[src/rtl/cbu_pkg.sv]
package cbu_pkg;
  typedef enum logic [1:0] {
    GRP_SHIFT = 2'b00,
    GRP_TEST  = 2'b01,
    GRP_CLR   = 2'b10,
    GRP_SET   = 2'b11
  } grp_e;

  typedef enum logic [2:0] {
    SH_RLC, SH_RRC, SH_RL, SH_RR, SH_SLA, SH_SRA, SH_SWAP, SH_SRL
  } shop_e;

  typedef enum logic [1:0] {ST_IDLE, ST_READ, ST_WRITE, ST_DONE} st_e;

  localparam int          BYTE_W  = 8;
  localparam logic [2:0]  SEL_MEM = 3'd6;

  typedef struct packed {
    logic z;
    logic n;
    logic h;
    logic c;
  } flags_t;

  typedef struct packed {
    grp_e       grp;
    logic [2:0] field;
    logic [2:0] sel;
    logic       is_mem;
  } dec_t;
endpackage

[src/rtl/cbu_decode.sv]
module cbu_decode
  import cbu_pkg::*;
(
  input  logic [BYTE_W-1:0] opcode,
  output dec_t              dec
);
  always_comb begin
    dec.grp    = grp_e'(opcode[7:6]);
    dec.field  = opcode[5:3];
    dec.sel    = opcode[2:0];
    dec.is_mem = (opcode[2:0] == SEL_MEM);
  end
endmodule

[src/rtl/cbu_alu.sv]
module cbu_alu
  import cbu_pkg::*;
(
  input  grp_e              grp,
  input  logic [2:0]        field,
  input  logic [BYTE_W-1:0] din,
  input  flags_t            fin,
  output logic [BYTE_W-1:0] dout,
  output flags_t            fout
);
  logic [BYTE_W-1:0] mask;
  logic [BYTE_W-1:0] sh_res;
  logic              sh_c;

  for (genvar i = 0; i < BYTE_W; i++) begin : g_mask
    assign mask[i] = (field == 3'(i));
  end

  always_comb begin
    sh_res = din;
    sh_c   = 1'b0;
    unique case (shop_e'(field))
      SH_RLC:  begin sh_res = {din[6:0], din[7]};  sh_c = din[7]; end
      SH_RRC:  begin sh_res = {din[0], din[7:1]};  sh_c = din[0]; end
      SH_RL:   begin sh_res = {din[6:0], fin.c};   sh_c = din[7]; end
      SH_RR:   begin sh_res = {fin.c, din[7:1]};   sh_c = din[0]; end
      SH_SLA:  begin sh_res = {din[6:0], 1'b0};    sh_c = din[7]; end
      SH_SRA:  begin sh_res = {din[7], din[7:1]};  sh_c = din[0]; end
      SH_SWAP: begin sh_res = {din[3:0], din[7:4]}; sh_c = 1'b0;  end
      SH_SRL:  begin sh_res = {1'b0, din[7:1]};    sh_c = din[0]; end
      default: begin sh_res = din; sh_c = 1'b0; end
    endcase
  end

  always_comb begin
    dout = din;
    fout = fin;
    unique case (grp)
      GRP_SHIFT: begin
        dout = sh_res;
        fout = '{z: (sh_res == '0), n: 1'b0, h: 1'b0, c: sh_c};
      end
      GRP_TEST: begin
        dout = din;
        fout = '{z: ((din & mask) == '0), n: 1'b0, h: 1'b1, c: fin.c};
      end
      GRP_CLR: dout = din & ~mask;
      GRP_SET: dout = din | mask;
      default: dout = din;
    endcase
  end
endmodule

[src/rtl/cbu_ctrl.sv]
module cbu_ctrl
  import cbu_pkg::*;
(
  input  logic clk,
  input  logic rst_n,
  input  logic accept,
  input  logic start_mem,
  input  logic is_test,
  output logic ready,
  output logic rd,
  output logic wr,
  output logic fin
);
  st_e state, nxt;

  always_comb begin
    nxt = state;
    unique case (state)
      ST_IDLE:  if (accept) nxt = start_mem ? ST_READ : ST_DONE;
      ST_READ:  nxt = is_test ? ST_DONE : ST_WRITE;
      ST_WRITE: nxt = ST_DONE;
      ST_DONE:  nxt = ST_IDLE;
      default:  nxt = ST_IDLE;
    endcase
  end

  always_ff @(posedge clk or negedge rst_n) begin
    if (!rst_n) state <= ST_IDLE;
    else        state <= nxt;
  end

  assign ready = (state == ST_IDLE);
  assign rd    = (state == ST_READ);
  assign wr    = (state == ST_WRITE);
  assign fin   = (state == ST_DONE);
endmodule

[src/rtl/bitop_unit.sv]
module bitop_unit
  import cbu_pkg::*;
#(
  parameter int ADDR_W = 16
) (
  input  logic              clk,
  input  logic              rst_n,
  input  logic              req_valid,
  output logic              req_ready,
  input  logic [7:0]        req_opcode,
  input  logic [7:0]        req_operand,
  input  logic [3:0]        req_flags,
  input  logic [ADDR_W-1:0] req_hl,
  output logic              mem_rd,
  output logic              mem_wr,
  output logic [ADDR_W-1:0] mem_addr,
  output logic [7:0]        mem_wdata,
  input  logic [7:0]        mem_rdata,
  output logic              done,
  output logic [7:0]        res_data,
  output logic [3:0]        res_flags,
  output logic              res_wr_reg,
  output logic [2:0]        res_reg_sel
);
  logic              accept;
  logic [7:0]        op_q;
  logic [7:0]        byte_q;
  flags_t            flg_q;
  logic [ADDR_W-1:0] hl_q;
  dec_t              dq;
  logic [7:0]        alu_res;
  flags_t            alu_flg;

  assign accept = req_valid && req_ready;

  always_ff @(posedge clk or negedge rst_n) begin
    if (!rst_n) begin
      op_q   <= '0;
      byte_q <= '0;
      flg_q  <= '0;
      hl_q   <= '0;
    end else if (accept) begin
      op_q   <= req_opcode;
      byte_q <= req_operand;
      flg_q  <= flags_t'(req_flags);
      hl_q   <= req_hl;
    end else if (mem_rd) begin
      byte_q <= mem_rdata;
    end
  end

  cbu_decode u_dec (
    .opcode (op_q),
    .dec    (dq)
  );

  cbu_ctrl u_ctrl (
    .clk       (clk),
    .rst_n     (rst_n),
    .accept    (accept),
    .start_mem (req_opcode[2:0] == SEL_MEM),
    .is_test   (dq.grp == GRP_TEST),
    .ready     (req_ready),
    .rd        (mem_rd),
    .wr        (mem_wr),
    .fin       (done)
  );

  cbu_alu u_alu (
    .grp   (dq.grp),
    .field (dq.field),
    .din   (byte_q),
    .fin   (flg_q),
    .dout  (alu_res),
    .fout  (alu_flg)
  );

  assign mem_addr    = hl_q;
  assign mem_wdata   = alu_res;
  assign res_data    = alu_res;
  assign res_flags   = alu_flg;
  assign res_reg_sel = dq.sel;
  assign res_wr_reg  = done && !dq.is_mem && (dq.grp != GRP_TEST);
endmodule

[config.mk]
export PLATFORM = sky130hd
export DESIGN_NAME = bitop_unit
export DESIGN_NICKNAME = d
export VERILOG_FILES = /design/src/rtl/cbu_pkg.sv /design/src/rtl/cbu_decode.sv /design/src/rtl/cbu_alu.sv /design/src/rtl/cbu_ctrl.sv /design/src/rtl/bitop_unit.sv
export SDC_FILE = /design/constraint.sdc
export NUM_CORES = 1
export LEC_CHECK = 0
export ABC_AREA = 1
export BUFFER_PORTS_ARGS = -buffer_cell sky130_fd_sc_hd__clkbuf_2
export CAP_MARGIN = 5
export CELL_PAD_IN_SITES_DETAIL_PLACEMENT = 1
export CELL_PAD_IN_SITES_GLOBAL_PLACEMENT = 1
export CORE_MARGIN = 1
export CORE_UTILIZATION = 37
export DETAILED_ROUTE_END_ITERATION = 8
export HOLD_SLACK_MARGIN = 0.02
export PLACE_DENSITY_LB_ADDON = 0.05
export SYNTH_ARGS = -nofsm -noshare
export SYNTH_HDL_FRONTEND = slang
export SYNTH_HIERARCHICAL = 1
export SYNTH_SLANG_ARGS = --single-unit
[constraint.sdc]
create_clock -name clk -period 3.4 [get_ports clk]
set_input_delay 0 -clock clk [delete_from_list [all_inputs] [get_ports clk]]
set_output_delay 0 -clock clk [all_outputs]
set_load 0.05 [all_outputs]
# Word level (Yosys, flattened, before mapping)

Index checks and enable logic that the tools add are counted.

Memories: 0
RAM bits: 0
Bits in read-only memories: 0
Bits in latches: 0
Bits in registers: 38
Input port bits: 47
Word-level logic and storage cells: 51
Output and inout port bits: 44

Multiplexer cells: 10
Bitwise logic cells: 4
Order comparisons: 0
Add/sub/neg operators: 0
Equal/unequal tests: 17
Shift operators: 0
$mul: 0
Div/mod/pow operators: 0
Reductions and logical operators: 12

Operator list:

| cell                 | count |
|---|---|
| $pmux W8 S8          | 1 |
| $pmux W8 S4          | 1 |
| $eq A3 B3 Y1 const B | 6 |
| $and A8 B8 Y8        | 2 |
| $logic_not A8 Y1     | 2 |
| $mux W8              | 2 |
| $eq A2 B2 Y1 const B | 4 |
| $not A8 Y8           | 1 |
| $or A8 B8 Y8         | 1 |
| $pmux W2 S4          | 1 |
| $pmux W4 S2          | 1 |
| $eq A3 B2 Y1 const B | 2 |
| $eq A2 B1 Y1 const B | 2 |
| $logic_not A2 Y1     | 2 |
| $mux W2              | 2 |
| $ne A2 B1 Y1 const B | 2 |
| $reduce_or A4 Y1     | 1 |
| $eq A3 B1 Y1 const B | 1 |
| $logic_and A1 B1 Y1  | 3 |
| $logic_not A3 Y1     | 1 |
| $pmux W1 S3          | 1 |
| $reduce_or A3 Y1     | 1 |
| $reduce_bool A2 Y1   | 1 |
| $logic_not A1 Y1     | 1 |
| $mux W1              | 1 |

# Longest topological paths before layout

Gate-level depths: netlist of the first run.

Depth in word-level cells: 4
Gate-level depth with buffers: 12
Depth with buffers taken out: 10

# By module

Netlist of the first run, hierarchy kept.

Modules (own cells, without submodules):

| module     | sequential area each (µm²) | cells each | instances | area an instance (µm²) |
|---|---|---|---|---|
| bitop_unit | 900.9                      | 202        | 1         | 1662.8 |
| cbu_alu    | 0.0                        | 140        | 1         | 703.2 |
| cbu_ctrl   | 50.0                       | 20         | 1         | 161.4 |
| cbu_decode | 0.0                        | 10         | 1         | 70.1 |

# Worst setup path after synthesis of the first run

Ideal clock, no wire load.

Kind: reg-to-output
Start: register op_q[3]
End: output port res_data[0]
Arrival time: 2.510 ns
Stages on the path, launching flop included: 10
Slack: 0.890 ns
Cells stage by stage: dfrtp_1 -> buf_4 -> buf_6 -> inv_4 -> buf_6 -> o211ai_1 -> nand2_1 -> nand2_1 -> o21ai_0 -> buf_4

Word-level cells in the longest chain between the ends: 4
Elaborated cells on any way between the ends: 13

Ends and longest elaborated chain:

| what                                                | RTL line         | RTL |
|---|---|---|
| start: declaration                                  | bitop_unit.sv:26 | `logic [7:0] op_q;` |
| start signal: assignment                            | bitop_unit.sv:43 | `op_q <= req_opcode;` |
| branches (longest 3 deep; another with $pmux W8 S8) | -                |  |
| $pmux W8 S4 (*)                                     | cbu_alu.sv:38    | `unique case (grp)` |
| end: declaration                                    | bitop_unit.sv:20 | `output logic [7:0] res_data,` |

Mark *: on every way between the ends.

# Final worst setup path of the first run

Start: register op_q[3]
End: output port res_flags[3]

Word-level cells in the longest chain between the ends: 4
Elaborated cells on any way between the ends: 13

Ends and longest elaborated chain:

| what                                         | RTL line                     | RTL |
|---|---|---|
| $eq A3 B3 Y1 (tied with other cells)         | cbu_alu.sv:16, cbu_alu.sv:22 |  |
| $pmux W8 S8 or $and A8 B8 Y8 (tied branches) | cbu_alu.sv:22, cbu_alu.sv:45 |  |
| $logic_not A8 Y1, on equally long branches   | cbu_alu.sv:41, cbu_alu.sv:45 |  |
| $pmux W4 S2 (*)                              | cbu_alu.sv:38                |  |
| end: declaration                             | bitop_unit.sv:21             | `output logic [3:0] res_flags,` |

Mark *: on every way between the ends. The rest lies on a longest branch, timed or not.

==> metrics.csv, run 1 <==
metric;value;unit
status;finished clean;
numClockSinks;38;
clk_pin_slew_worst_paths;70;ps
synth-async-reset-ratio;100;%
use_met2;39.6;%
maxCapViolCount;0;
drt-initial-drc-count;127;
finalHoldViolations;0;
wl_per_cell;13.7;um
area_growth;30.8;%
min_to;byte_q[1];
fin_skew;6.09;ps
fin_util;50.0;%
rows;30;
cp_common_cell;nand2_1;
fp.coreArea;0.00679;mm^2
timing.fmax;0.427;GHz
path_cells;inv_4 > nand3_1 > o22ai_1 > nor2_1 > nand2_1 > nor2_1 > nand2_1 > nand2_1 > clkbuf_2;
yosysMostFrequentCell;nand2_1;
top_usage_layer;met2;
syn_avg_cell_area;6.98;um^2
rsz0062_at_grt;no;
crit_arrival;2340;ps
die_area;0.00736;mm^2
numCtsBuffers;5;
setup_viol;0;
cp_num_buf_inv;2;
fin_nets;527;
cp-end-kind;output pin;
diodes;0;
fp.dieH;85.8;um
synth_ff_type;dfrtp_1;
cts_tree;yes;
syn-num-nets;423;
yosys.area.top_type_share;36.6;%
worst_pin_slew;996;ps
hold_depth;5;
worstHoldPathType;in -> reg;
drtAntennaViolNets;0;
grt_overflow;0;
rr_endpoint;byte_q[2];
synthCells;372;
synthTopCellsByArea;dfrtp_1 (37%), nand2_1 (21%), buf_4 (5.8%), nand3_1 (5.8%), inv_1 (4.5%);
worst-r2r-setup-slack;1160;ps
synth_common_cells;nand2_1 (147), dfrtp_1 (38), inv_1 (31);
gp_congestion;0.868;
num-fill-cells;911;
grtUsageTotal;22.9;%
insertion_delay;300;ps
hp-start;req_operand[1];
seq_area_frac_synth;36.6;%
root_buffer;clkbuf_8;
min_period;2340;ps
wirelength;7820;um
startpoint_type;flop;
grt_max_degree;48;
critical_path.max_fanout;19;
drv_slew;0;
fin_setup_tns;0;ps
reg2reg_depth;8;
crit_required;3400;ps
via_count;2721;
cts.repair.resized;0;
synth_area;0.00260;mm^2
fin_crit_sh;68.8;%
grt_pass1_wl;13100;um
use_met3;4.72;%
slowest_stage;dfrtp_1;
synth_edf_count;0;
path_class;reg -> out;
slew_headroom;33.6;%
ys_warn_count;6;
drc;0;
rr_startpoint;u_ctrl/state[1];
grt_pass1_vias;2738;
layout-drive-gt1-share;24.6;%
cp_slowest_stage_delay;790;ps
fp.dieW;85.8;um
ys_seq_elements;38;
num_io_pins;91;
cts_max_level;2;
initial_core_util;38.2;%
yosysTopAreaCell;dfrtp_1;
cts_buffer_depth;2;
drtPass1Iterations;4;
post_drt_via_cell_ratio;4.76;
yosysUniqueCellTypes;31;
dp_hpwl;5370;um
portBuffers;90;
cp_top_family;flip-flops;
antenna_found_initial;0;
use_met1;29.8;%
cell type report:
type	count	area (um^2)	share of cell area (%)
Sequential cell	38	951	28.0
Inverter	38	145	4.27
Clock buffer	6	82.6	2.43
Tap cell	96	120	3.53
Timing Repair Buffer	131	858	25.3
Multi-Input combinational cell	262	1210	35.6
Clock inverter	1	30.0	0.884
registers in the layout, indices dropped and copies added (netlist names):
name and flops:
op_q 8, u_ctrl/state 2, mem_addr 16, byte_q 8, flg_q 4
kinds of logic after synthesis:
logic type	after synthesis	synth area share (%)
simple gates	223	37.0
buf+inv	72	16.8
compound gates	35	7.71
flops	38	36.6
fa+ha+maj	4	1.93
metrics by stage:
stage                     instance area (um^2)  setup slack [ps]  std cells  hold slack [ps]
after floorplan                           2600               890        372             -296
after global placement                    2890              1290        525              195
after detailed placement                  2890              1200        525              199
after CTS                                 3400              1060        572             24.1
after global routing                      3400               883        572             36.8
final                                     3400              1060        572             11.4
placed cells by master (no fill, tap or decap), types with 2 or more instances in the layout:
master | Yosys | routed
a21oi_1 | 9 | 9
clkbuf_2 | 0 | 90
clkbuf_8 | 0 | 6
clkinv_1 | 2 | 2
dfrtp_1 | 38 | 38
dlygate4sd3_1 | 0 | 40
ha_1 | 4 | 4
inv_1 | 31 | 31
inv_2 | 4 | 4
nand2_1 | 147 | 147
nand2_2 | 2 | 2
nand3_1 | 30 | 30
nand3_2 | 2 | 2
nand4_1 | 9 | 9
nand4_2 | 2 | 2
nor2_1 | 21 | 21
nor2_2 | 5 | 5
nor3_1 | 2 | 2
o21ai_0 | 8 | 8
o21ai_1 | 6 | 6
o21ai_2 | 2 | 2
o22ai_1 | 7 | 7
worst max path at each step:
| stage | start | to | slack (ps) | cells past startpoint |
|---|---|---|---|---|
| after detailed placement | u_ctrl/state[0] | u_ctrl/state[1] | 1200 | 8 |
| after global routing | op_q[3] | res_flags[3] | 880 | 9 |
| after floorplan | op_q[3] | res_data[0] | 890 | 9 |
| final | op_q[3] | res_flags[3] | 1060 | 9 |
| after CTS | op_q[3] | res_flags[3] | 1060 | 9 |
| after global placement | u_ctrl/state[1] | u_ctrl/state[1] | 1290 | 8 |
metal layers:
metal  share of wire [%]  routed length [um]
met4                0.78                  61
met1                  46                3570
met2                  49                3830
met5                   0                   0
met3                 4.5                 354
repair_timing:
| item | in CTS | in global routing |
|---|---|---|
| endpoints found under the hold margin | 74 | 0 |
| endpoints found under the setup margin | 0 | 0 |
| hold buffers | 40 | 0 |
| setup buffers | 0 | 0 |
worst min-delay path, cell delays in order:
cell,delay (ps)
clkbuf_2,80
inv_1,30
nand3_1,60
nand2_1,60
nand2_1,50
Power of run 1 is not shown: default switching activity piles up to over one toggle a cycle in this logic, so the estimate is an artifact.
==> run 2, diff against run 1 <==
Settings changed: CORE_UTILIZATION 37 to 31.
Clock period 3.4 ns to 2.1 ns, I/O delays scaled along.
==> metrics.csv, run 2 (synthesized netlist as in run 1, its figures left out) <==
metric;value;unit;change
fin_skew;3.14;ps;-2.95 ps
die_area;0.00875;mm^2;+19%
drv_slew;0;;unchanged
fin_crit_sh;92.5;%;
layout-drive-gt1-share;28.1;%;+3.5 points
dp_hpwl;5970;um;+11%
clk_pin_slew_worst_paths;80;ps;about the same
largest_reg_flops;16;;unchanged
status;finished clean;;
cts_tree;yes;;
grt_max_degree;39;;-19%
insertion_delay;290;ps;about the same
drtPass1Iterations;6;;+2
timing.fmax;0.515;GHz;
cp_slowest_stage_delay;500;ps;-290 ps
antenna_found_initial;0;;unchanged
min_period;1940;ps;
numClockSinks;38;;unchanged
diodes;0;;unchanged
rows;33;;+10%
setup_ws;158;ps;-901 ps
finalHoldViolations;0;;unchanged
portBuffers;90;;unchanged
slowest_stage;dfrtp_2;;
initial_core_util;31.8;%;-6.5 points
grt_overflow;0;;unchanged
wirelength;8300;um;+6.2%
crit_arrival;1940;ps;-400 ps
slew_headroom;65.4;%;+32 points
numCtsBuffers;5;;unchanged
grt_pass1_wl;13500;um;+2.8%
post_drt_via_cell_ratio;4.72;;-0.88%
grtUsageTotal;20.0;%;-2.8 points
wl_per_cell;14.0;um;+2.4%
fin_setup_tns;0;ps;unchanged
drt-initial-drc-count;134;;+5.5%
path_class;reg -> out;;
gp_congestion;0.872;;+0.45%
startpoint_type;flop;;
maxCapViolCount;0;;unchanged
drc;0;;unchanged
via_count;2796;;+2.8%
setup_viol;0;;unchanged
dp.cells;546;;+4.0%
place_ws;292;ps;-910 ps
post_cts_buffers;0;;unchanged
grt_pass1_vias;2714;;-0.88%
drtAntennaViolNets;0;;unchanged
crit_required;2100;ps;-1300 ps
final_common_cell;nand2_1;;
stdcell_count;593;;+3.7%
worstHoldPathType;in -> reg;;
cp-end-kind;output pin;;
critical_path.max_fanout;12;;-7
worst_pin_slew;518;ps;-477 ps
num_io_pins;91;;unchanged
fp.dieH;93.5;um;+9.0%
fp.coreArea;0.00818;mm^2;+20%
rsz0062_at_grt;no;;
fin_nets;539;;+2.3%
num-fill-cells;1066;;+17%
cts_buffer_depth;2;;unchanged
cts_max_level;2;;unchanged
fin_util;43.3;%;-6.7 points
layout.cells.most_common_list;nand2_1 (147), clkbuf_2 (89), dlygate4sd3_1 (40), dfrtp_1 (35), inv_1 (31);;
area_growth;36.3;%;
path_cells;buf_4 > nand4_2 > nand3_1 > nor2_2 > nand3_1 > nor2_1 > nand2_1 > nand2_1 > buf_2;;
root_buffer;clkbuf_8;;
fp.dieW;93.5;um;+9.0%
==> run 2: cell count changes in the layout (fill, tap and decap cells not counted), moves of 3 or more <==
cell	before	now
buf_4	1	12
o22ai_1	7	2
o22ai_2	0	5
dfrtp_1	38	35
dfrtp_2	0	3
==> run 2: per-stage QoR <==
| stage | hold WS [ps] | cell area, um^2 |
|---|---|---|
| 2_1_floorplan | -296 | 2630 |
| 3_5_place_dp | 103 | 3020 |
| 4_1_cts | 25.9 | 3530 |
| 6_report | 16.1 | 3540 |
| 5_1_grt | 32.1 | 3540 |
| 3_3_place_gp | 98.3 | 3020 |
==> run 2: worst max-delay path, delay by kind of cell (launching register included) <==
family	cells	cell delay (ps)
flops	1	500
simple gates	7	700
buf+inv	2	450
==> run 2: repair_timing <==
item                       in CTS  in global routing
setup endpoints to repair       1                  8
cloned                          0                  0
hold endpoints to repair       72                  0
resized for setup               1                  5
pin swaps                       0                  0
hold buffers                   40                  0
==> run 2: final cells by class <==
class | instances | area (um^2) | share of cell area (%)
Clock buffer | 6 | 82.6 | 2.33
Clock inverter | 1 | 30.0 | 0.848
Inverter | 38 | 148 | 4.17
Multi-Input combinational cell | 262 | 1240 | 35.1
Sequential cell | 38 | 955 | 27.0
Tap cell | 105 | 131 | 3.71
Timing Repair Buffer | 143 | 952 | 26.9
==> run 2: final timing paths <==
| path | startpoint | endpoint | slack (ps) | depth (start not counted) |
|---|---|---|---|---|
| setup / recovery | op_q[4] | res_flags[3] | 160 | 9 |
| hold / removal | mem_rdata[5] | byte_q[5] | 20 | 5 |
| setup reg to reg | u_ctrl/state[0] | byte_q[1] | 180 | 8 |
| hold reg to reg | mem_addr[12] | mem_addr[12] | 480 | 2 |
| max in group asynchronous | rst_n | op_q[3] | 1410 | 3 |
| min in group asynchronous | rst_n | flg_q[3] | 290 | 3 |
==> run 2: routing by layer <==
| metal | vias to the layer above | wire length, um | track usage (%) |
|---|---|---|---|
| li1 | 1389 | - | - |
| met1 | 1332 | 3850 | 27.0 |
| met2 | 70 | 4070 | 33.8 |
| met3 | 5 | 330 | 3.17 |
| met4 | 0 | 47 | 3.97 |
| met5 | - | 0 | 0 |
Power of run 2 is left out for the same reason.
